## config.mk

```make
export PLATFORM = sky130hd
export DESIGN_NAME = uart_irq_ident
export DESIGN_NICKNAME = d
export VERILOG_FILES = /design/src/rtl/uart_irq_pkg.sv /design/src/rtl/uart_irq_ctrl.sv /design/src/rtl/uart_irq_dp.sv /design/src/rtl/uart_irq_ident.sv
export SDC_FILE = /design/constraint.sdc
export NUM_CORES = 1
export LEC_CHECK = 0
export ABC_AREA = 1
export BUFFER_PORTS_ARGS = -buffer_cell sky130_fd_sc_hd__buf_4
export CAP_MARGIN = 10
export CORE_UTILIZATION = 30
export DETAILED_ROUTE_END_ITERATION = 12
export PLACE_DENSITY = 0.61
export SLEW_MARGIN = 20
export SYNTH_ARGS = -nofsm -noshare
export SYNTH_HDL_FRONTEND = slang
export SYNTH_HIERARCHICAL = 1
export SYNTH_SLANG_ARGS = --single-unit
```

## constraint.sdc

```tcl
create_clock -name clk -period 1.2 [get_ports clk]
set_input_delay 0.12 -clock clk [delete_from_list [all_inputs] [get_ports clk]]
set_output_delay 0.12 -clock clk [all_outputs]
set_load 0.05 [all_outputs]
```

## src/rtl/uart_irq_pkg.sv

```systemverilog
package uart_irq_pkg;
  typedef enum logic [3:0] {
    ID_MODEM   = 4'h0,
    ID_NONE    = 4'h1,
    ID_THR     = 4'h2,
    ID_RXDATA  = 4'h4,
    ID_LINE    = 4'h6,
    ID_TIMEOUT = 4'hC
  } irqId_e;

  typedef struct packed {
    logic ierLoad;
    logic pendSet;
    logic pendClr;
  } pendStrobe_t;
endpackage

```

## src/rtl/uart_irq_ctrl.sv

```systemverilog
module uart_irq_ctrl
  import uart_irq_pkg::*;
(
  input  logic        ierWe,
  input  logic        ierWbit1,
  input  logic        ierQbit1,
  input  logic        thrEmpty,
  input  logic        thrWrite,
  input  logic        txDrained,
  input  logic        txFifoReset,
  input  logic        iirRead,
  input  irqId_e      idCode,
  output pendStrobe_t strb
);
  logic thriChange;
  logic setEvt;
  logic clrEvt;
  logic thriEval;

  always_comb begin
    thriChange = ierWe && (ierWbit1 != ierQbit1);
    thriEval   = ierWbit1 && thrEmpty;
    setEvt     = txDrained || txFifoReset;
    clrEvt     = thrWrite || (iirRead && (idCode == ID_THR));
    strb.ierLoad = ierWe;
    if (thriChange) begin
      strb.pendSet = thriEval;
      strb.pendClr = !thriEval;
    end else begin
      strb.pendSet = setEvt;
      strb.pendClr = clrEvt && !setEvt;
    end
  end
endmodule

```

## src/rtl/uart_irq_dp.sv

```systemverilog
module uart_irq_dp
  import uart_irq_pkg::*;
#(
  parameter int CNT_W = 5
) (
  input  logic             clk,
  input  logic             rst_n,
  input  pendStrobe_t      strb,
  input  logic [3:0]       ierWdata,
  input  logic             fifoEn,
  input  logic [3:0]       lsrErr,
  input  logic             dataReady,
  input  logic [CNT_W-1:0] fillCount,
  input  logic [CNT_W-1:0] trigLevel,
  input  logic             timeoutPend,
  input  logic [3:0]       msrDelta,
  output logic [3:0]       ierQ,
  output irqId_e           idCode,
  output logic [7:0]       iirOut,
  output logic             irqOut
);
  localparam int EN_RX = 0;
  localparam int EN_TX = 1;
  localparam int EN_LS = 2;
  localparam int EN_MS = 3;

  logic   thrPend;
  logic   fifoBits;
  irqId_e codeNext;
  logic   lineAct, tmoAct, rxAct, thrAct, msAct, levelOk;

  always_comb begin
    levelOk  = !fifoEn || (fillCount >= trigLevel);
    lineAct  = ierQ[EN_LS] && (|lsrErr);
    tmoAct   = ierQ[EN_RX] && timeoutPend;
    rxAct    = ierQ[EN_RX] && dataReady && levelOk;
    thrAct   = ierQ[EN_TX] && thrPend;
    msAct    = ierQ[EN_MS] && (|msrDelta);
    if (lineAct)     codeNext = ID_LINE;
    else if (tmoAct) codeNext = ID_TIMEOUT;
    else if (rxAct)  codeNext = ID_RXDATA;
    else if (thrAct) codeNext = ID_THR;
    else if (msAct)  codeNext = ID_MODEM;
    else             codeNext = ID_NONE;
  end

  always_ff @(posedge clk or negedge rst_n) begin
    if (!rst_n) begin
      ierQ     <= '0;
      thrPend  <= 1'b0;
      idCode   <= ID_NONE;
      irqOut   <= 1'b0;
      fifoBits <= 1'b0;
    end else begin
      if (strb.ierLoad) ierQ <= ierWdata;
      if (strb.pendSet)      thrPend <= 1'b1;
      else if (strb.pendClr) thrPend <= 1'b0;
      idCode   <= codeNext;
      irqOut   <= (codeNext != ID_NONE);
      fifoBits <= fifoEn;
    end
  end

  assign iirOut = {fifoBits, fifoBits, 2'b00, idCode};


  line_prio_chk: assert property (@(posedge clk) disable iff (!rst_n)
    (ierQ[EN_LS] && (|lsrErr)) |=> (iirOut[3:0] == 4'h6));


  tmo_prio_chk: assert property (@(posedge clk) disable iff (!rst_n)
    (ierQ[EN_RX] && timeoutPend && !(ierQ[EN_LS] && (|lsrErr))) |=> (iirOut[3:0] == 4'hC));


  quiet_irq_chk: assert property (@(posedge clk) disable iff (!rst_n)
    (ierQ == 4'h0) |=> !irqOut);


  fifo_on_chk: assert property (@(posedge clk) disable iff (!rst_n)
    fifoEn |=> (iirOut[7:4] == 4'hC));


  fifo_off_chk: assert property (@(posedge clk) disable iff (!rst_n)
    !fifoEn |=> (iirOut[7:4] == 4'h0));


  ier_load_chk: assert property (@(posedge clk) disable iff (!rst_n)
    strb.ierLoad |=> (ierQ == $past(ierWdata)));
endmodule

```

## src/rtl/uart_irq_ident.sv

```systemverilog
module uart_irq_ident
  import uart_irq_pkg::*;
#(
  parameter int CNT_W = 5
) (
  input  logic             clk,
  input  logic             rst_n,
  input  logic             ierWe,
  input  logic [7:0]       ierWdata,
  input  logic             iirRead,
  input  logic             thrWrite,
  input  logic             txDrained,
  input  logic             txFifoReset,
  input  logic             thrEmpty,
  input  logic             fifoEn,
  input  logic [3:0]       lsrErr,
  input  logic             dataReady,
  input  logic [CNT_W-1:0] fillCount,
  input  logic [CNT_W-1:0] trigLevel,
  input  logic             timeoutPend,
  input  logic [3:0]       msrDelta,
  output logic [3:0]       ier,
  output logic [7:0]       iir,
  output logic             irq
);
  pendStrobe_t strb;
  irqId_e      idCode;
  logic [3:0]  ierQ;
  logic [7:0]  unusedHigh;

  assign unusedHigh = {ierWdata[7:4], 4'h0};

  uart_irq_ctrl u_ctrl (
    .ierWe       (ierWe),
    .ierWbit1    (ierWdata[1]),
    .ierQbit1    (ierQ[1]),
    .thrEmpty    (thrEmpty),
    .thrWrite    (thrWrite),
    .txDrained   (txDrained),
    .txFifoReset (txFifoReset),
    .iirRead     (iirRead),
    .idCode      (idCode),
    .strb        (strb)
  );

  uart_irq_dp #(.CNT_W(CNT_W)) u_dp (
    .clk         (clk),
    .rst_n       (rst_n),
    .strb        (strb),
    .ierWdata    (ierWdata[3:0]),
    .fifoEn      (fifoEn),
    .lsrErr      (lsrErr),
    .dataReady   (dataReady),
    .fillCount   (fillCount),
    .trigLevel   (trigLevel),
    .timeoutPend (timeoutPend),
    .msrDelta    (msrDelta),
    .ierQ        (ierQ),
    .idCode      (idCode),
    .iirOut      (iir),
    .irqOut      (irq)
  );

  assign ier = ierQ;
endmodule

```

==> summary.txt, run 1 <==
Post-Synthesis Cells - 91
CTS H-Tree Depth - 1
CP Capture Type - primary output
Worst-path clk slew - 0.07 ns
Post-placement cell count - 154
Final setup vio count - 0
Top delay family on crit path - flip-flops
Global placement routability congestion - 0.696
Fin util - 0.479
Hpwl dp - 1260 um
CP required - 1.08 ns
DIE HEIGHT - 51.9 um
Fin crit period - 1.10 ns
Number of flops mapped to enable cells by yosys - 0
Final period utilization - 0.917
Hold Path Origin - ierWdata[3]
CP arrival - 0.98 ns
F_max - 0.909 GHz
Final non-filler cell total - 160
Final ANT Viol Nets - 0
Area of the die - 2700 sq um
Hold path cells - 2
DRC viols - 0
DR iter-0 viols - 6
Antenna Cells - 0
Hold Crit Endpoint - u_dp/ierQ[3]$_DFFE_PN0P_
Buffers on Ports - 43
Worst VDD drop - 449 uV
Vias in the first global route - 637
Commonest non-fill, non-tap cell in the layout - buf_4
Largest net degree at the start of global routing - 12
Drt pass-1 iters - 4
Clock Latency Late Sink - 0.27 ns
Total CTS buffers - 3
Final wirelength - 1440 um
Aggregate global-route resource usage - 0.129
Clk buf depth - 2
Initial Util - 0.329
Critical R2R Launch - u_dp/ierQ[1]$_DFFE_PN0P_
Worst-path maximum fanout - 2
FF-to-FF setup slack - 0.17 ns
Critical Path Slowest Stage Cell - dfstp_2
P_leak - 0.614 nW
I/O pin total - 50
Most frequent cells in the layout - buf_4 (43), nand2_1 (19), inv_1 (15)
Reg2Reg Depth - 4
Max Transition Viols Final - 0
Fraction of layout cells with a size suffix above 1 - 0.455
DR WL/cell - 8.99 um
Crit Reg-Reg Endpoint - u_dp/irqOut$_DFF_PN0_
Max-Cap Viols - 0
Slowest stage delay, CP - 0.53 ns
Initial antenna violation count - 0
Area Growth Syn to Fin - 45.7%
Vias - 675
CTS tree - built
Vias per cell - 4.22
Buffers and inverters on the worst path - 1
Synth cell types - 22
Synth Warn # - 6
DIE WIDTH - 51.9 um
Core area - 2280 sq um
Total negative setup slack - 0 ns
Unrepaired setup endpoints after global routing - no
Status - completed
Std cell rows - 17
Worst Clk Skew - 0.00529 ns
Mean Syn Cell Area - 8.22 sq um
Nets - 175
Synth Register Bits - 11
Critical path launch point type - flip-flop
Crit-path cells - buf_4
Hold crit path type - in2reg
Root Driver - clkbuf_4
Async set-or-reset flop fraction in the synthesized netlist - 1.00
CTS Sinks - 11
Syn Std Cell Area - 748 sq um
Post-synthesis sequential area ratio - 0.370
Power per cell area - 1020 nW/um^2
Critical path type - reg2out
Grt ovf - 0
Post-synth top flop - dfrtp_1
Final Hold Viols - 0
Post-CTS sizing - 0
Global-route wire length before repair - 2460 um
==> worst register-to-register path, delay by kind of cell (launching register included) <==
kind / cells / cell delay [ns]
and+or+nand+nor: 2 / 0.21
AOI/OAI and AO/OA: 1 / 0.18
buffers and inverters: 1 / 0.07
DFF: 1 / 0.43
==> layout make-up <==
| cell class | count | area [sq um] |
|---|---|---|
| fill | 223 | 1190 |
| inverter | 19 | 71.3 |
| clock buffer | 4 | 26.3 |
| tap | 28 | 35.0 |
| timing repair buffer | 45 | 343 |
| sequential | 11 | 278 |
| multi-input combinational | 53 | 337 |
==> registers in the layout, indices dropped and copies added, names as in the netlist <==
register and count:
u_dp/ierQ 4, u_dp/thrPend 1, u_dp/idCode 4, u_dp/fifoBits 1, u_dp/irqOut 1
==> synthesized netlist by cell type, drive strengths merged (2+ instances only) <==
cell	number	area share
nor2	9	0.062
a21oi	2	0.013
inv	18	0.090
dfrtp	10	0.33
buf	9	0.090
nand3	3	0.033
ha	5	0.084
mux2	4	0.060
nand2	22	0.12
nand4	2	0.017
==> power breakdown <==
part,switching [W],total [W],internal (W)
clock,0.000115,0.000244,0.000129
sequential,0.0000258,0.000437,0.000411
combinational,0.000259,0.000437,0.000178
==> per-layer routing <==
metal,up-vias,wire (um),global-route usage,part of all wire
li1,347,-,-,-
met1,297,522,0.126,0.36
met2,29,788,0.222,0.55
met3,2,120,0.0468,0.083
met4,0,8,0.0946,0.0056
met5,-,0,0,0
==> per-stage QoR <==
stage	setup slack, ns	power, W	hold WS [ns]	instance area, sq um
after floorplan	0.0741	0.000742	-0.176	753
after global placement	0.0702	0.000872	-0.0405	1040
after detailed placement	0.0541	0.000880	-0.0394	1040
after CTS	0.0845	0.00114	0.0560	1090
after global routing	0.0366	0.00120	0.0506	1090
final	0.0996	0.00112	0.0643	1090
==> timing repair <==
item,in CTS,in global routing
hold endpoints to repair,12,0
hold buffers,2,0
setup buffers,0,0
==> worst max-delay path by stage <==
| stage | startpoint | endpoint | slack [ns] | depth (start not counted) |
|---|---|---|---|---|
| after global placement | fillCount[2] | u_dp/irqOut$_DFF_PN0_ | 0.07 | 8 |
| after detailed placement | fillCount[2] | u_dp/idCode[0]$_DFF_PN1_ | 0.05 | 9 |
| after CTS | u_dp/idCode[0]$_DFF_PN1_ | iir[0] | 0.08 | 1 |
| after floorplan | u_dp/ierQ[1]$_DFFE_PN0P_ | u_dp/thrPend$_DFFE_PN0P_ | 0.07 | 7 |
| after global routing | u_dp/ierQ[1]$_DFFE_PN0P_ | u_dp/irqOut$_DFF_PN0_ | 0.04 | 4 |
| final | u_dp/idCode[0]$_DFF_PN1_ | iir[0] | 0.1 | 1 |
==> logic make-up (layout without fill, tap and decap cells) <==
family          Yosys count  after routing  share of synthesized area
compound gates            4              4                     0.0452
fa+ha+maj                 5              5                     0.0836
buf+inv                  28             68                      0.186
flops                    11             11                      0.370
mux                       4              4                     0.0602
other cells               1              2                    0.00501
simple gates             38             38                      0.251
No activity file was read; power rests on OpenSTA's default activity.
==> run 2, diff against run 1 <==
--- a/config.mk
+++ b/config.mk
@@ -9,8 +9,10 @@
 export BUFFER_PORTS_ARGS = -buffer_cell sky130_fd_sc_hd__buf_4
 export CAP_MARGIN = 10
 export CORE_UTILIZATION = 30
+export CTS_CLUSTER_DIAMETER = 40
 export DETAILED_ROUTE_END_ITERATION = 12
 export PLACE_DENSITY = 0.61
+export RECOVER_POWER = 25
 export SLEW_MARGIN = 20
 export SYNTH_ARGS = -nofsm -noshare
 export SYNTH_HDL_FRONTEND = slang
==> run 2 against run 1 <==
Against the previous run: design area shrank 0.35%; sequential share of layout area rose by 0.088 points; hold slack unchanged; die area is the same; total power fell by 0.15%; count of clock-buffer cells in the layout did not move; routed wire length down 0.14%; via count unchanged; utilization is 0.16 points lower; non-clock buffer count unchanged; global-route usage is the same; largest cell class unchanged.
==> summary.txt, run 2 (same netlist as run 1, synthesis figures left out) <==
Area Growth Syn to Fin - 45.2%
Grt ovf - 0
CTS Sinks - 11
Critical R2R Launch - u_dp/ierQ[1]$_DFFE_PN0P_
Worst-path clk slew - 0.07 ns
Clock Latency Late Sink - 0.27 ns
Critical path launch point type - flip-flop
Number of fill cells in the layout - 225
Commonest non-fill, non-tap cell in the layout - buf_4
Nets - 175
Post-CTS sizing - 0
Root Driver - clkbuf_4
Final period utilization - 0.917
Final wirelength - 1440 um
Max Transition Viols Final - 0
Critical path type - reg2out
Status - completed
Hold crit path type - in2reg
Worst VDD drop - 449 uV
Vias per cell - 4.22
Switching fraction of total power - 0.358
Hold Path Origin - ierWdata[3]
Multi-input gate area - 337 sq um
Initial Util - 0.329
Total power - 0.00112 W
Internal power - 0.000716 W
Top delay family on crit path - flip-flops
Std cell rows - 17
Fin crit period - 1.10 ns
NetSw - 0.000399 W
Vias in the first global route - 637
CP arrival - 0.98 ns
Final ANT Viol Nets - 0
Slowest stage delay, CP - 0.53 ns
Buffers on Ports - 43
Total CTS buffers - 3
Unrepaired setup endpoints after global routing - no
Initial antenna violation count - 0
Worst-path maximum fanout - 2
CP required - 1.08 ns
Critical Path Slowest Stage Cell - dfstp_2
Fraction of layout cells with a size suffix above 1 - 0.447
Final setup vio count - 0
Global-route wire length before repair - 2460 um
Max-Cap Viols - 0
I/O pin total - 50
DIE HEIGHT - 51.9 um
Power per cell area - 1030 nW/um^2
Sequential Power Share - 0.392
DIE WIDTH - 51.9 um
Clock share of power - 0.218
F_max - 0.909 GHz
Area of the die - 2700 sq um
CTS H-Tree Depth - 1
DR WL/cell - 8.98 um
Core area - 2280 sq um
Max_slew headroom - 0.632
P_leak - 0.610 nW
Logic pwr share - 0.390
Buffers and inverters on the worst path - 1
DRC viols - 0
Antenna Cells - 0
Register area - 278 sq um
Regs by FF count - u_dp/idCode: 4 flops, u_dp/ierQ: 4 flops
Clk buf depth - 2
Largest net degree at the start of global routing - 12
Drt pass-1 iters - 4
Total negative setup slack - 0 ns
Global placement routability congestion - 0.696
Most frequent cells in the layout - buf_4 (42), nand2_1 (19), inv_1 (15)
FF-to-FF setup slack - 0.17 ns
Setup bufs post-CTS - 0
Vias - 675
Final Hold Viols - 0
Worst Clk Skew - 0.00529 ns
Hpwl dp - 1260 um
DR iter-0 viols - 6
CP Capture Type - primary output
Aggregate global-route resource usage - 0.129
CP Launch Point - u_dp/idCode[0]$_DFF_PN1_
Crit-path cells - buf_4
CTS tree - built
Worst Max-Slew Pin Slew - 0.552 ns
## run 2: changes by cell type in the layout (fill, tap and decap cells not counted), sizes merged
| cell | before | now |
|---|---|---|
| clkbuf | 4 | 5 |
| buf | 43 | 42 |
## run 2: cell type report
cell class	count	area share
Sequential cell	11	0.256
Clock buffer	4	0.0242
Tap cell	28	0.0323
Inverter	19	0.0657
Timing Repair Buffer	45	0.312
Multi-Input combinational cell	53	0.310
## run 2: timing repair
item,CTS,global route
endpoints found under the setup margin,0,0
hold buffers,2,0
hold endpoints to repair,12,0
## run 2: worst paths after layout
| kind | depth (start not counted) | endpoint |
|---|---|---|
| max | 1 | iir[0] |
| min | 2 | u_dp/ierQ[3]$_DFFE_PN0P_ |
| max reg2reg | 4 | u_dp/irqOut$_DFF_PN0_ |
| min reg2reg | 1 | u_dp/ierQ[3]$_DFFE_PN0P_ |
| max in group asynchronous | 2 | u_dp/ierQ[1]$_DFFE_PN0P_ |
| min in group asynchronous | 2 | u_dp/idCode[1]$_DFF_PN0_ |
## run 2: stage by stage
step           setup slack (ns)  hold WS (ns)  cells  area [sq um]  utilization
2_1_floorplan            0.0741        -0.176     92           753            -
3_3_place_gp             0.0702       -0.0405    154          1040        0.458
3_5_place_dp             0.0541       -0.0394    154          1040        0.458
4_1_cts                  0.0845        0.0560    160          1090        0.479
5_1_grt                  0.0366        0.0506    160          1090        0.477
6_report                 0.0996        0.0643    160          1090        0.477
## run 2: routing by layer
| metal | GRT usage | part of all wire |
|---|---|---|
| met4 | 0.0946 | 0.0056 |
| met2 | 0.222 | 0.55 |
| met3 | 0.0468 | 0.084 |
| met1 | 0.126 | 0.36 |
| met5 | 0 | 0 |
## run 2: power by group through the flow
stage          clock network, W  registers (W)  logic (W)
5_1_grt                0.000284       0.000443   0.000475
6_report               0.000244       0.000437   0.000435
4_1_cts                0.000258       0.000437   0.000442
3_3_place_gp                  0       0.000443   0.000429
2_1_floorplan                 0       0.000498   0.000244
3_5_place_dp                  0       0.000444   0.000436
